File: config.mk
export PLATFORM = sky130hd
export DESIGN_NAME = svc_mailbox
export DESIGN_NICKNAME = d
export VERILOG_FILES = /design/src/rtl/mbx_pkg.sv /design/src/rtl/mbx_ctrl_regs.sv /design/src/rtl/mbx_irq_gen.sv /design/src/rtl/mbx_read_mux.sv /design/src/rtl/svc_mailbox.sv
export SDC_FILE = /design/constraint.sdc
export NUM_CORES = 1
export LEC_CHECK = 0
export BUFFER_PORTS_ARGS = -buffer_cell sky130_fd_sc_hd__buf_2
export CORE_UTILIZATION = 39
export CTS_CLUSTER_DIAMETER = 30
export DETAILED_ROUTE_END_ITERATION = 10
export PLACE_DENSITY = 0.76
export SYNTH_ARGS = -nofsm -noshare
export SYNTH_HDL_FRONTEND = slang
export SYNTH_SLANG_ARGS = --single-unit
File: constraint.sdc
create_clock -name clk -period 1.1 [get_ports clk]
set_input_delay 0.11 -clock clk [delete_from_list [all_inputs] [get_ports clk]]
set_output_delay 0.11 -clock clk [all_outputs]
set_load 0.02 [all_outputs]
File: src/rtl/mbx_pkg.sv
// Package: shared field positions and the control-bit bundle of the mailbox.
// Assumes a 32-bit host word with codes in the upper half.
package mbx_pkg;
    localparam int WORD_W     = 32;
    localparam int FIELD_LSB  = 16;
    localparam int FIELD_MAXW = WORD_W - FIELD_LSB;
    localparam int BIT_REQ    = 0;
    localparam int BIT_BUSY   = 1;
    localparam int BIT_ABORT  = 2;
    localparam int BIT_NOTIFY = 3;

    typedef struct packed {
        logic notify;
        logic abort;
        logic busy;
        logic request;
    } ctl_bits_t;
endpackage

File: src/rtl/mbx_ctrl_regs.sv
// Module: control state of the mailbox (command, request, busy, abort, notify
// and captured status). Assumes accept and done are one-cycle strobes from the
// controller; accept is honoured only while request is set, done only while busy.
module mbx_ctrl_regs
    import mbx_pkg::*;
#(
    parameter int CMD_W  = 16,
    parameter int STAT_W = 16
) (
    input  logic              clk,
    input  logic              rst_n,
    input  logic              wr_ctl,
    input  logic [WORD_W-1:0] wdata,
    input  logic              ctl_accept,
    input  logic              ctl_done,
    input  logic [STAT_W-1:0] ctl_status,
    output ctl_bits_t         bits,
    output logic [CMD_W-1:0]  cmd,
    output logic [STAT_W-1:0] status
);
    logic pending;
    logic take;
    logic finish;

    assign pending = bits.request | bits.busy;
    assign take    = bits.request & ctl_accept;
    assign finish  = bits.busy & ctl_done;

    // Command field: loaded by host writes only while no service is pending.
    always_ff @(posedge clk) begin
        if (!rst_n)                 cmd <= '0;
        else if (wr_ctl && !pending) cmd <= wdata[FIELD_LSB +: CMD_W];
    end

    // Notify: freely writable by the host.
    always_ff @(posedge clk) begin
        if (!rst_n)      bits.notify <= 1'b0;
        else if (wr_ctl) bits.notify <= wdata[BIT_NOTIFY];
    end

    // Request: set by host from idle, cleared when the controller accepts.
    always_ff @(posedge clk) begin
        if (!rst_n)                                       bits.request <= 1'b0;
        else if (take)                                    bits.request <= 1'b0;
        else if (wr_ctl && !pending && wdata[BIT_REQ])    bits.request <= 1'b1;
    end

    // Busy: spans from accept to done.
    always_ff @(posedge clk) begin
        if (!rst_n)      bits.busy <= 1'b0;
        else if (take)   bits.busy <= 1'b1;
        else if (finish) bits.busy <= 1'b0;
    end

    // Abort: raised by host only while a service is pending, dropped at its end.
    always_ff @(posedge clk) begin
        if (!rst_n)                                     bits.abort <= 1'b0;
        else if (finish)                                bits.abort <= 1'b0;
        else if (wr_ctl && pending && wdata[BIT_ABORT]) bits.abort <= 1'b1;
    end

    // Status: captured from the controller when the service ends.
    always_ff @(posedge clk) begin
        if (!rst_n)      status <= '0;
        else if (finish) status <= ctl_status;
    end


    req_hold_chk: assert property (@(posedge clk) disable iff (!rst_n)
        bits.request && !ctl_accept |=> bits.request);

    busy_hold_chk: assert property (@(posedge clk) disable iff (!rst_n)
        bits.busy && !ctl_done |=> bits.busy);

    req_busy_excl_chk: assert property (@(posedge clk) disable iff (!rst_n)
        !(bits.request && bits.busy));

    cmd_frozen_chk: assert property (@(posedge clk) disable iff (!rst_n)
        (bits.request || bits.busy) |=> $stable(cmd));

    abort_idle_chk: assert property (@(posedge clk) disable iff (!rst_n)
        !(bits.request || bits.busy) |-> !bits.abort);
endmodule

File: src/rtl/mbx_irq_gen.sv
// Module: completion interrupt. Emits a one-cycle pulse on the falling edge of
// busy when notify is set. Assumes busy and notify come from registers.
module mbx_irq_gen (
    input  logic clk,
    input  logic rst_n,
    input  logic busy,
    input  logic notify,
    output logic irq
);
    logic busy_prev;

    // Remember last cycle's busy to find its falling edge.
    always_ff @(posedge clk) begin
        if (!rst_n) busy_prev <= 1'b0;
        else        busy_prev <= busy;
    end

    assign irq = busy_prev & ~busy & notify;


    irq_pulse_chk: assert property (@(posedge clk) disable iff (!rst_n)
        irq |=> !irq);
endmodule

File: src/rtl/mbx_read_mux.sv
// Module: host read path. Builds the control and status words and selects one
// by word index; unused indices read zero. Purely combinational.
module mbx_read_mux
    import mbx_pkg::*;
#(
    parameter int ADDR_W   = 2,
    parameter int CMD_W    = 16,
    parameter int STAT_W   = 16,
    parameter int CTL_IDX  = 0,
    parameter int STAT_IDX = 1
) (
    input  logic [ADDR_W-1:0] addr,
    input  ctl_bits_t         bits,
    input  logic [CMD_W-1:0]  cmd,
    input  logic [STAT_W-1:0] status,
    output logic [WORD_W-1:0] rdata
);
    logic [WORD_W-1:0] ctl_word;
    logic [WORD_W-1:0] stat_word;

    // Assemble both words with reserved bits at zero; hide status while busy.
    always_comb begin
        ctl_word  = '0;
        stat_word = '0;
        ctl_word[FIELD_LSB +: CMD_W] = cmd;
        ctl_word[3:0]                = bits;
        stat_word[FIELD_LSB +: STAT_W] = bits.busy ? '0 : status;
        stat_word[3:0]                 = bits;
    end

    // Select the addressed word.
    always_comb begin
        if (addr == ADDR_W'(CTL_IDX))       rdata = ctl_word;
        else if (addr == ADDR_W'(STAT_IDX)) rdata = stat_word;
        else                                rdata = '0;
    end
endmodule

File: src/rtl/svc_mailbox.sv
// Module: service request mailbox top. Decodes host writes, ties the control
// registers, read path and interrupt generator together. Assumes one shared
// clock and a host bus with a single-cycle write strobe.
module svc_mailbox
    import mbx_pkg::*;
#(
    parameter int ADDR_W = 2,
    parameter int CMD_W  = 16,
    parameter int STAT_W = 16
) (
    input  logic              clk,
    input  logic              rst_n,
    input  logic              bus_wr,
    input  logic [ADDR_W-1:0] bus_addr,
    input  logic [31:0]       bus_wdata,
    output logic [31:0]       bus_rdata,
    output logic              ctl_req,
    output logic [CMD_W-1:0]  ctl_cmd,
    output logic              ctl_abort,
    input  logic              ctl_accept,
    input  logic              ctl_done,
    input  logic [STAT_W-1:0] ctl_status,
    output logic              irq
);
    localparam int CTL_IDX  = 0;
    localparam int STAT_IDX = 1;

    ctl_bits_t         bits;
    logic [STAT_W-1:0] status;
    logic              wr_ctl;

    assign wr_ctl    = bus_wr && (bus_addr == ADDR_W'(CTL_IDX));
    assign ctl_req   = bits.request;
    assign ctl_abort = bits.abort;

    mbx_ctrl_regs #(.CMD_W(CMD_W), .STAT_W(STAT_W)) u_regs (
        .clk(clk), .rst_n(rst_n), .wr_ctl(wr_ctl), .wdata(bus_wdata),
        .ctl_accept(ctl_accept), .ctl_done(ctl_done), .ctl_status(ctl_status),
        .bits(bits), .cmd(ctl_cmd), .status(status)
    );

    mbx_read_mux #(.ADDR_W(ADDR_W), .CMD_W(CMD_W), .STAT_W(STAT_W),
                   .CTL_IDX(CTL_IDX), .STAT_IDX(STAT_IDX)) u_rd (
        .addr(bus_addr), .bits(bits), .cmd(ctl_cmd), .status(status),
        .rdata(bus_rdata)
    );

    mbx_irq_gen u_irq (
        .clk(clk), .rst_n(rst_n), .busy(bits.busy), .notify(bits.notify),
        .irq(irq)
    );


    irq_on_done_chk: assert property (@(posedge clk) disable iff (!rst_n)
        ctl_done && bits.busy && bits.notify |=> irq);

    irq_quiet_chk: assert property (@(posedge clk) disable iff (!rst_n)
        irq |-> !bits.busy && !bits.request);
endmodule

==> impl_metrics.toml, run 1 <==
[die]
die_area_um2 = 4750
coreArea_um2 = 4140
io_pins = 106
initial_core_util_pct = 42.1
rows = 23
die_h_um = 68.9
die_w_um = 68.9

[yosys]
ys.flop_type = "dfxtp_1"
syn_area_per_cell_um2 = 8.64
syn-instance-count = 202
synth-edff-count = 0
synthArstFlopShare_pct = 0
yosysTopAreaCellShare_pct = 42.4
syn_area_um2 = 1750
synth_most_common_cell = "nand2_1"
post_synth_main_area_contributors = "dfxtp_1 42%, nand2_1 14%, mux2i_1 9.2%, a21boi_0 8.2%, a22o_1 8.0%"
synth-warning-count = 0
synthTopCellsByCount = "67 x nand2_1, 37 x dfxtp_1, 19 x a21boi_0"
yosys.area.top_type = "dfxtp_1"
synth_cell_types = 24
seq_area_frac_synth_pct = 42.4
synth_seq_cells = 37

[worst_setup_path]
timing.critical_path.from = "u_regs.bits[1]$_SDFFE_PN0P_"
startpoint_type = "flip-flop"
path_class = "flip-flop to output port"
r2r_start = "u_regs.bits[1]$_SDFFE_PN0P_"
crit_fanout = 6
required_ns = 0.99
critPathCaptureType = "output port"
timing.rr.end = "u_regs.cmd[8]$_SDFFE_PN0P_"
reg2regPathDepth = 5
r2r_setup_slack_ns = -0.11
cp.arrival_ns = 1.31

[route]
routedWlPerCell_um = 13.2
route.detailed.drc = 0
vias = 1685
drtIter0Drc = 76
routed_wl_um = 4570
drtAntennaViolNets = 0
dr.pass1.iters = 4
vias_per_cell = 4.87

[final_layout]
num-fill-cells = 363
drive_gt1_share_pct = 43.2
syn_to_final_growth_pct = 49.7
nNetsFinal = 350
antenna-diode-count = 0
final_cells = 346
fin_util_pct = 63.0

[timing]
max_freq_mhz = 703
setup_viol = 51
timing.final.hold_violations = 0
rsz0062_at_grt = "yes"
finalCritPeriodShare_pct = 129
setup_slack_ns = -0.322
skew_ns = 0.00202
period_minus_slack_ns = 1.42
slew_violations = 0

[placement]
dp_cells = 333
io_buffers = 80
routabilityCongestion = 0.683
dp_hpwl_um = 3090

[power]
ir_drop_v = 0.000697
p_int_mw = 1.99
pwr-share-seq_pct = 51.4
p_per_area_nw_per_um2 = 1030
p_sw_uw = 700
combinationalPowerShare_pct = 14.9
p_sw_share_pct = 26.0
p_leak_nw = 1.24
clkPwrFrac_pct = 33.7

[grt]
grt_max_degree = 54
grt_pass1_vias = 1459
overflow = 0
grt_pass1_wl_um = 6980
antenna_found_initial = 0
grt.total_usage_pct = 20.6

[clock_tree]
root_buffer = "clkbuf_8"
cts.path.max_buffers = 2
clk_pin_slew_ns = 0.07
insertion_delay_ns = 0.28
cts_sinks = 37
tritoncts = "done"
hold_buffers = 0
cts.htree.levels = 2
cts_buffers = 5

[flow_run]
maxCapViolations = 0

[hold_path]
hold_class = "input port to flip-flop"
hold_end = "u_regs.status[14]$_SDFFE_PN0P_"
holdPathStages = 3
min-delay-start = "ctl_status[14]"

[run_status]
status = "finished with violations"
violations = "setup timing"
==> cell families after synthesis <==
group                  synth area share [%]
other                                 0.215
and+or+nand+nor                        20.7
muxes                                  9.18
AOI/OAI and AO/OA                      16.9
buffers and inverters                  10.5
DFF                                    42.4
==> per-layer routing <==
layer | GRT usage [%] | up-vias | part of all wire [%]
met2 | 34.2 | 60 | 50
li1 | - | 837 | -
met3 | 4.77 | 4 | 6.5
met4 | 7.40 | 0 | 1.0
met1 | 26.0 | 784 | 42
met5 | 0 | - | 0
==> placed cells by master, fill, tap and decap left out, drive strengths merged, types with 2 or more instances in the layout <==
| cell type | instances |
|---|---|
| buf | 102 |
| nand2 | 67 |
| dfxtp | 37 |
| a21boi | 19 |
| mux2i | 16 |
| a22o | 16 |
| conb | 12 |
| clkbuf | 8 |
| and2b | 3 |
| nor2 | 3 |
| nand2b | 2 |
| and3 | 2 |
| and2 | 2 |
==> per-stage QoR <==
stage	area (um2)	power [mW]	hold slack (ns)	TNS, ns	worst slack [ns]
floorplan	1890	1.67	0.252	-1.03	-0.0545
global placement	2320	1.78	0.359	-3.67	-0.114
detailed placement	2320	1.79	0.362	-3.92	-0.156
CTS	2650	2.74	0.0582	-8.76	-0.400
global route	2610	2.83	0.0614	-10.52	-0.392
finish	2610	2.69	0.0588	-7.52	-0.322
==> critical path: stages (launching register included) <==
cell	delay (ns)
dfxtp_4	0.36
nor3b_4	0.22
buf_4	0.19
a22o_1	0.15
buf_6	0.12
==> timing repair <==
action / in CTS / in global routing
endpoints found under the setup margin: 50 / 54
gates cloned: 3 / 0
resized for setup: 57 / 17
pin swaps: 2 / 2
buffers inserted: 5 / 0
==> worst max path at each step <==
stage                                     endpoint  slack (ns)  cells past startpoint
floorplan               u_regs.cmd[0]$_SDFFE_PN0P_       -0.05                      6
finish                               bus_rdata[18]       -0.32                      4
CTS                                  bus_rdata[18]       -0.40                      5
global placement    u_regs.status[14]$_SDFFE_PN0P_       -0.11                      5
global route                         bus_rdata[20]       -0.39                      4
detailed placement   u_regs.status[1]$_SDFFE_PN0P_       -0.16                      5
==> sequential cells by signal, summed over array words and instances (netlist names) <==
| name | flops |
|---|---|
| u_regs.status | 16 |
| u_irq.busy_prev | 1 |
| u_regs.cmd | 16 |
| u_regs.bits | 4 |
==> power by group through the flow <==
stage / sequential [mW] / clock, mW / combinational [mW]
global route: 1.39 / 1.00 / 0.436
global placement: 1.42 / 0 / 0.368
floorplan: 1.44 / 0 / 0.225
finish: 1.38 / 0.908 / 0.400
detailed placement: 1.42 / 0 / 0.371
CTS: 1.38 / 0.933 / 0.422
==> cell type report <==
type / instances / area (um2) / area share [%]
Multi-Input combinational cell: 148 / 987 / 37.8
Clock buffer: 8 / 80.1 / 3.07
Tap cell: 50 / 62.6 / 2.39
Timing Repair Buffer: 102 / 733 / 28.1
Inverter: 1 / 3.75 / 0.144
Sequential cell: 37 / 746 / 28.5
Note: power is estimated with default switching activity, not from simulation.
==> inputs of run 2 (changes only) <==
Settings changed: REMOVE_ABC_BUFFERS from default to 1.
==> impl_metrics.toml, run 2 (synthesis gave the netlist of run 1 again) <==
[placement]
io_buffers = 80
dpl_worst_slack_ns = -0.0819
dp_cells = 331
place_area_um2 = 2200
routabilityCongestion = 0.692
dp_hpwl_um = 2960

[worst_setup_path]
worstPathCellList = "nor3b_4, buf_4, a22o_1, buf_6"
required_ns = 0.99
path_class = "flip-flop to output port"
crit_slowest_cell = "dfxtp_2"
critPathCaptureType = "output port"
startpoint_type = "flip-flop"
critPathMaxStageDelay_ns = 0.33
cp.arrival_ns = 1.28
crit_fanout = 7

[route]
drtIter0Drc = 67
routed_wl_um = 4440
wl_met1_um = 1860
routedWlPerCell_um = 12.9
vias = 1624
route.detailed.drc = 0
vias_per_cell = 4.72
dr.pass1.iters = 4
dr_wl_met3_um = 288
wl_met2_um = 2240
drtAntennaViolNets = 0
top_layer_used = "met4"

[grt]
antenna_found_initial = 0
grt_pass1_wl_um = 6640
grt.total_usage_pct = 19.7
grt_pass1_vias = 1491
grt_max_degree = 54
overflow = 0

[power]
p_per_area_nw_per_um2 = 1070
p_leak_nw = 1.17
p_total_mw = 2.71
ir_drop_v = 0.000775

[timing]
skew_ns = 0.00442
period_minus_slack_ns = 1.39
setup_slack_ns = -0.291
hold_ws_ns = 0.0581
max_freq_mhz = 719
slew_violations = 0
finalCritPeriodShare_pct = 126
timing.final.hold_violations = 0
finalSetupTns_ns = -6.36
setup_viol = 51
rsz0062_at_grt = "yes"

[run_status]
violations = "setup timing"
status = "finished with violations"

[final_layout]
drive_gt1_share_pct = 39.8
top_regs = "u_regs.cmd (16), u_regs.status (16), u_regs.bits (4)"
syn_to_final_growth_pct = 44.9
nNetsFinal = 349
final_common_cell = "nand2_1"
antenna-diode-count = 0
layout_common_cells = "66 x nand2_1, 59 x buf_2, 34 x dfxtp_1"
num-fill-cells = 392
design_area_um2 = 2530
fin_util_pct = 61.1
final_cells = 344

[clock_tree]
root_buffer = "clkbuf_8"
cts.path.max_buffers = 2
clk_pin_slew_ns = 0.07
insertion_delay_ns = 0.28
hold_buffers = 0
tritoncts = "done"
cts_buffers = 5
cts_sinks = 37
cts.htree.levels = 2

[hold_path]
hold_class = "input port to flip-flop"

[flow_run]
maxCapViolations = 0

[die]
io_pins = 106
die_area_um2 = 4750
die_w_um = 68.9
coreArea_um2 = 4140
initial_core_util_pct = 42.1
die_h_um = 68.9
rows = 23
==> run 2: changes by cell type in the layout (fill, tap and decap cells not counted), moves of 2 or more <==
cell	change
a22o_4	-10
a22o_1	+10
a21boi_1	+5
a21boi_0	-4
clkbuf_1	-2
==> run 2: power breakdown <==
part / leakage, nW / total [mW] / internal (mW) / switching [mW]
clock network: 0.0443 / 0.938 / 0.497 / 0.441
logic: 0.829 / 0.386 / 0.175 / 0.212
registers: 0.301 / 1.38 / 1.36 / 0.0189
==> run 2: worst max-delay path: cells and delay by family, from the launching register on <==
kind,cells,cell delay [ns]
and+or+nand+nor,1,0.20
AOI/OAI and AO/OA,1,0.15
buffers and inverters,2,0.31
DFF,1,0.33
==> run 2: per-layer routing <==
layer	up-vias	global-route usage, %
li1	829	-
met1	728	21.4
met2	60	36.2
met3	7	4.28
met4	0	8.42
met5	-	0
==> run 2: final cells by class <==
cell class,instances,area [um2],share of cell area (%)
multi-input combinational,148,895,35.4
timing repair buffer,101,736,29.1
tap,50,62.6,2.47
inverter,1,3.75,0.148
sequential,37,747,29.5
clock buffer,7,86.3,3.41
==> run 2: timing repair <==
item                                    CTS  global route
resized for setup                        56            25
gates cloned                              2             0
buffers inserted                          3             1
pin swaps                                 2             3
endpoints found under the setup margin   44            56
==> run 2: worst paths after layout <==
kind | from | end | slack (ns) | depth (start not counted)
max reg2reg | u_regs.bits[1]$_SDFFE_PN0P_ | u_regs.cmd[14]$_SDFFE_PN0P_ | -0.12 | 5
min | ctl_status[5] | u_regs.status[5]$_SDFFE_PN0P_ | 0.06 | 3
min reg2reg | u_regs.status[11]$_SDFFE_PN0P_ | u_regs.status[11]$_SDFFE_PN0P_ | 0.45 | 2
max | u_regs.bits[1]$_SDFFE_PN0P_ | bus_rdata[30] | -0.29 | 4
==> inputs of run 3 (changes only) <==
Settings changed: CORE_ASPECT_RATIO from default to 2.
==> impl_metrics.toml, run 3 (synthesis gave the netlist of run 1 again) <==
[die]
die_w_um = 49.3
coreArea_um2 = 4340
die_area_um2 = 4760
die_h_um = 96.6
io_pins = 106
initial_core_util_pct = 40.2
rows = 34

[timing]
skew_ns = 0.00627
setup_viol = 51
finalCritPeriodShare_pct = 132
max_freq_mhz = 691
finalSetupTns_ns = -8.30
period_minus_slack_ns = 1.45
slew_violations = 0
rsz0062_at_grt = "yes"
timing.final.hold_violations = 0
setup_slack_ns = -0.347

[final_layout]
layout_common_cells = "66 x nand2_1, 61 x buf_2, 35 x dfxtp_1"
nNetsFinal = 346
num-fill-cells = 411
design_area_um2 = 2550
drive_gt1_share_pct = 39.4
syn_to_final_growth_pct = 46.4
antenna-diode-count = 0
top_regs = "u_regs.cmd (16), u_regs.status (16), u_regs.bits (4)"
final_common_cell = "nand2_1"

[grt]
antenna_found_initial = 0
grt_pass1_wl_um = 7340
grt.total_usage_pct = 20.4
grt_pass1_vias = 1606
overflow = 0
grt_max_degree = 54

[placement]
dp_hpwl_um = 2950
io_buffers = 80
place_area_um2 = 2210
routabilityCongestion = 0.762

[worst_setup_path]
reg2regPathDepth = 5
startpoint_type = "flip-flop"
worstPathCellList = "nor3b_4, buf_4, a22o_1, buf_4"
crit_slowest_cell = "dfxtp_4"
timing.critical_path.buf_inv = 2
cp.arrival_ns = 1.34
path_class = "flip-flop to output port"
crit_fanout = 8
path_delay_family = "flip-flops"
cp.depth = 4
required_ns = 0.99
critPathMaxStageDelay_ns = 0.36
path_common_cell = "buf_4"
critPathCaptureType = "output port"

[route]
wl_met1_um = 1670
vias_per_cell = 4.79
wl_met2_um = 2580
routedWlPerCell_um = 13.5
route.detailed.drc = 0
routed_wl_um = 4670
drtIter0Drc = 22
dr.pass1.iters = 6
vias = 1656
top_layer_used = "met4"
drtAntennaViolNets = 0
dr_wl_met3_um = 274

[clock_tree]
root_buffer = "clkbuf_8"
clk_pin_slew_ns = 0.08
cts_sinks = 37
tritoncts = "done"
cts_buffers = 5
cts.htree.levels = 2
cts.path.max_buffers = 2
insertion_delay_ns = 0.29

[power]
combinationalPowerShare_pct = 13.9
p_sw_share_pct = 25.1
p_leak_nw = 1.18
ir_drop_v = 0.000963
p_per_area_nw_per_um2 = 1100
p_total_mw = 2.81
p_int_mw = 2.10
pwr-share-seq_pct = 49.2
clkPwrFrac_pct = 36.9
p_sw_uw = 704

[hold_path]
holdPathStages = 3
hold_class = "input port to flip-flop"

[run_status]
status = "finished with violations"
violations = "setup timing"

[flow_run]
maxCapViolations = 0
==> run 3: per-layer routing <==
metal,up-vias,track usage [%]
li1,822,-
met1,757,21.1
met2,66,37.4
met3,11,3.46
met4,0,10.6
met5,-,0
==> run 3: path summary, 6_finish.rpt <==
| check | start | to | slack [ns] |
|---|---|---|---|
| hold / removal | ctl_status[1] | u_regs.status[1]$_SDFFE_PN0P_ | 0.06 |
| setup / recovery | u_regs.bits[1]$_SDFFE_PN0P_ | bus_rdata[19] | -0.35 |
| setup reg to reg | u_regs.bits[1]$_SDFFE_PN0P_ | u_regs.cmd[0]$_SDFFE_PN0P_ | -0.16 |
| hold reg to reg | u_regs.status[9]$_SDFFE_PN0P_ | u_regs.status[9]$_SDFFE_PN0P_ | 0.45 |
==> run 3: metrics by stage <==
| step | setup WS [ns] | util (%) | cells | hold WS (ns) |
|---|---|---|---|---|
| finish | -0.347 | 58.9 | 346 | 0.0581 |
| global route | -0.405 | 58.9 | 346 | 0.0579 |
| detailed placement | -0.0842 | 50.9 | 333 | 0.363 |
| CTS | -0.352 | 58.2 | 347 | 0.0568 |
| floorplan | -0.751 | - | 186 | 0.226 |
| global placement | -0.0793 | 50.9 | 333 | 0.360 |
==> run 3: final cells by class <==
type	count	area (um2)	area share, %
Clock buffer	7	96.3	3.77
Clock inverter	1	5.00	0.196
Multi-Input combinational cell	148	905	35.4
Sequential cell	37	746	29.2
Tap cell	54	67.6	2.64
Inverter	1	3.75	0.147
Timing Repair Buffer	98	732	28.6
==> run 3: worst register-to-register path: stages, from the launching register on <==
cell and delay [ns]:
dfxtp_4 0.36, buf_4 0.15, nor2_4 0.09, and3_4 0.22, buf_12 0.15, mux2i_4 0.23
==> run 3: repair_timing <==
item	in CTS	in global routing
buffers inserted	3	1
gates resized for setup	50	28
pin swaps	6	5
setup endpoints to repair	51	53
cloned	3	0
hold buffers	0	0
==> run 3: power by group through the flow <==
| stage | Sequential (mW) | Clock, mW | Combinational [mW] |
|---|---|---|---|
| final | 1.38 | 1.04 | 0.390 |
| after global routing | 1.39 | 1.13 | 0.418 |
| after CTS | 1.38 | 1.07 | 0.382 |
| after detailed placement | 1.41 | 0 | 0.349 |
| after global placement | 1.41 | 0 | 0.347 |
| after floorplan | 1.44 | 0 | 0.138 |
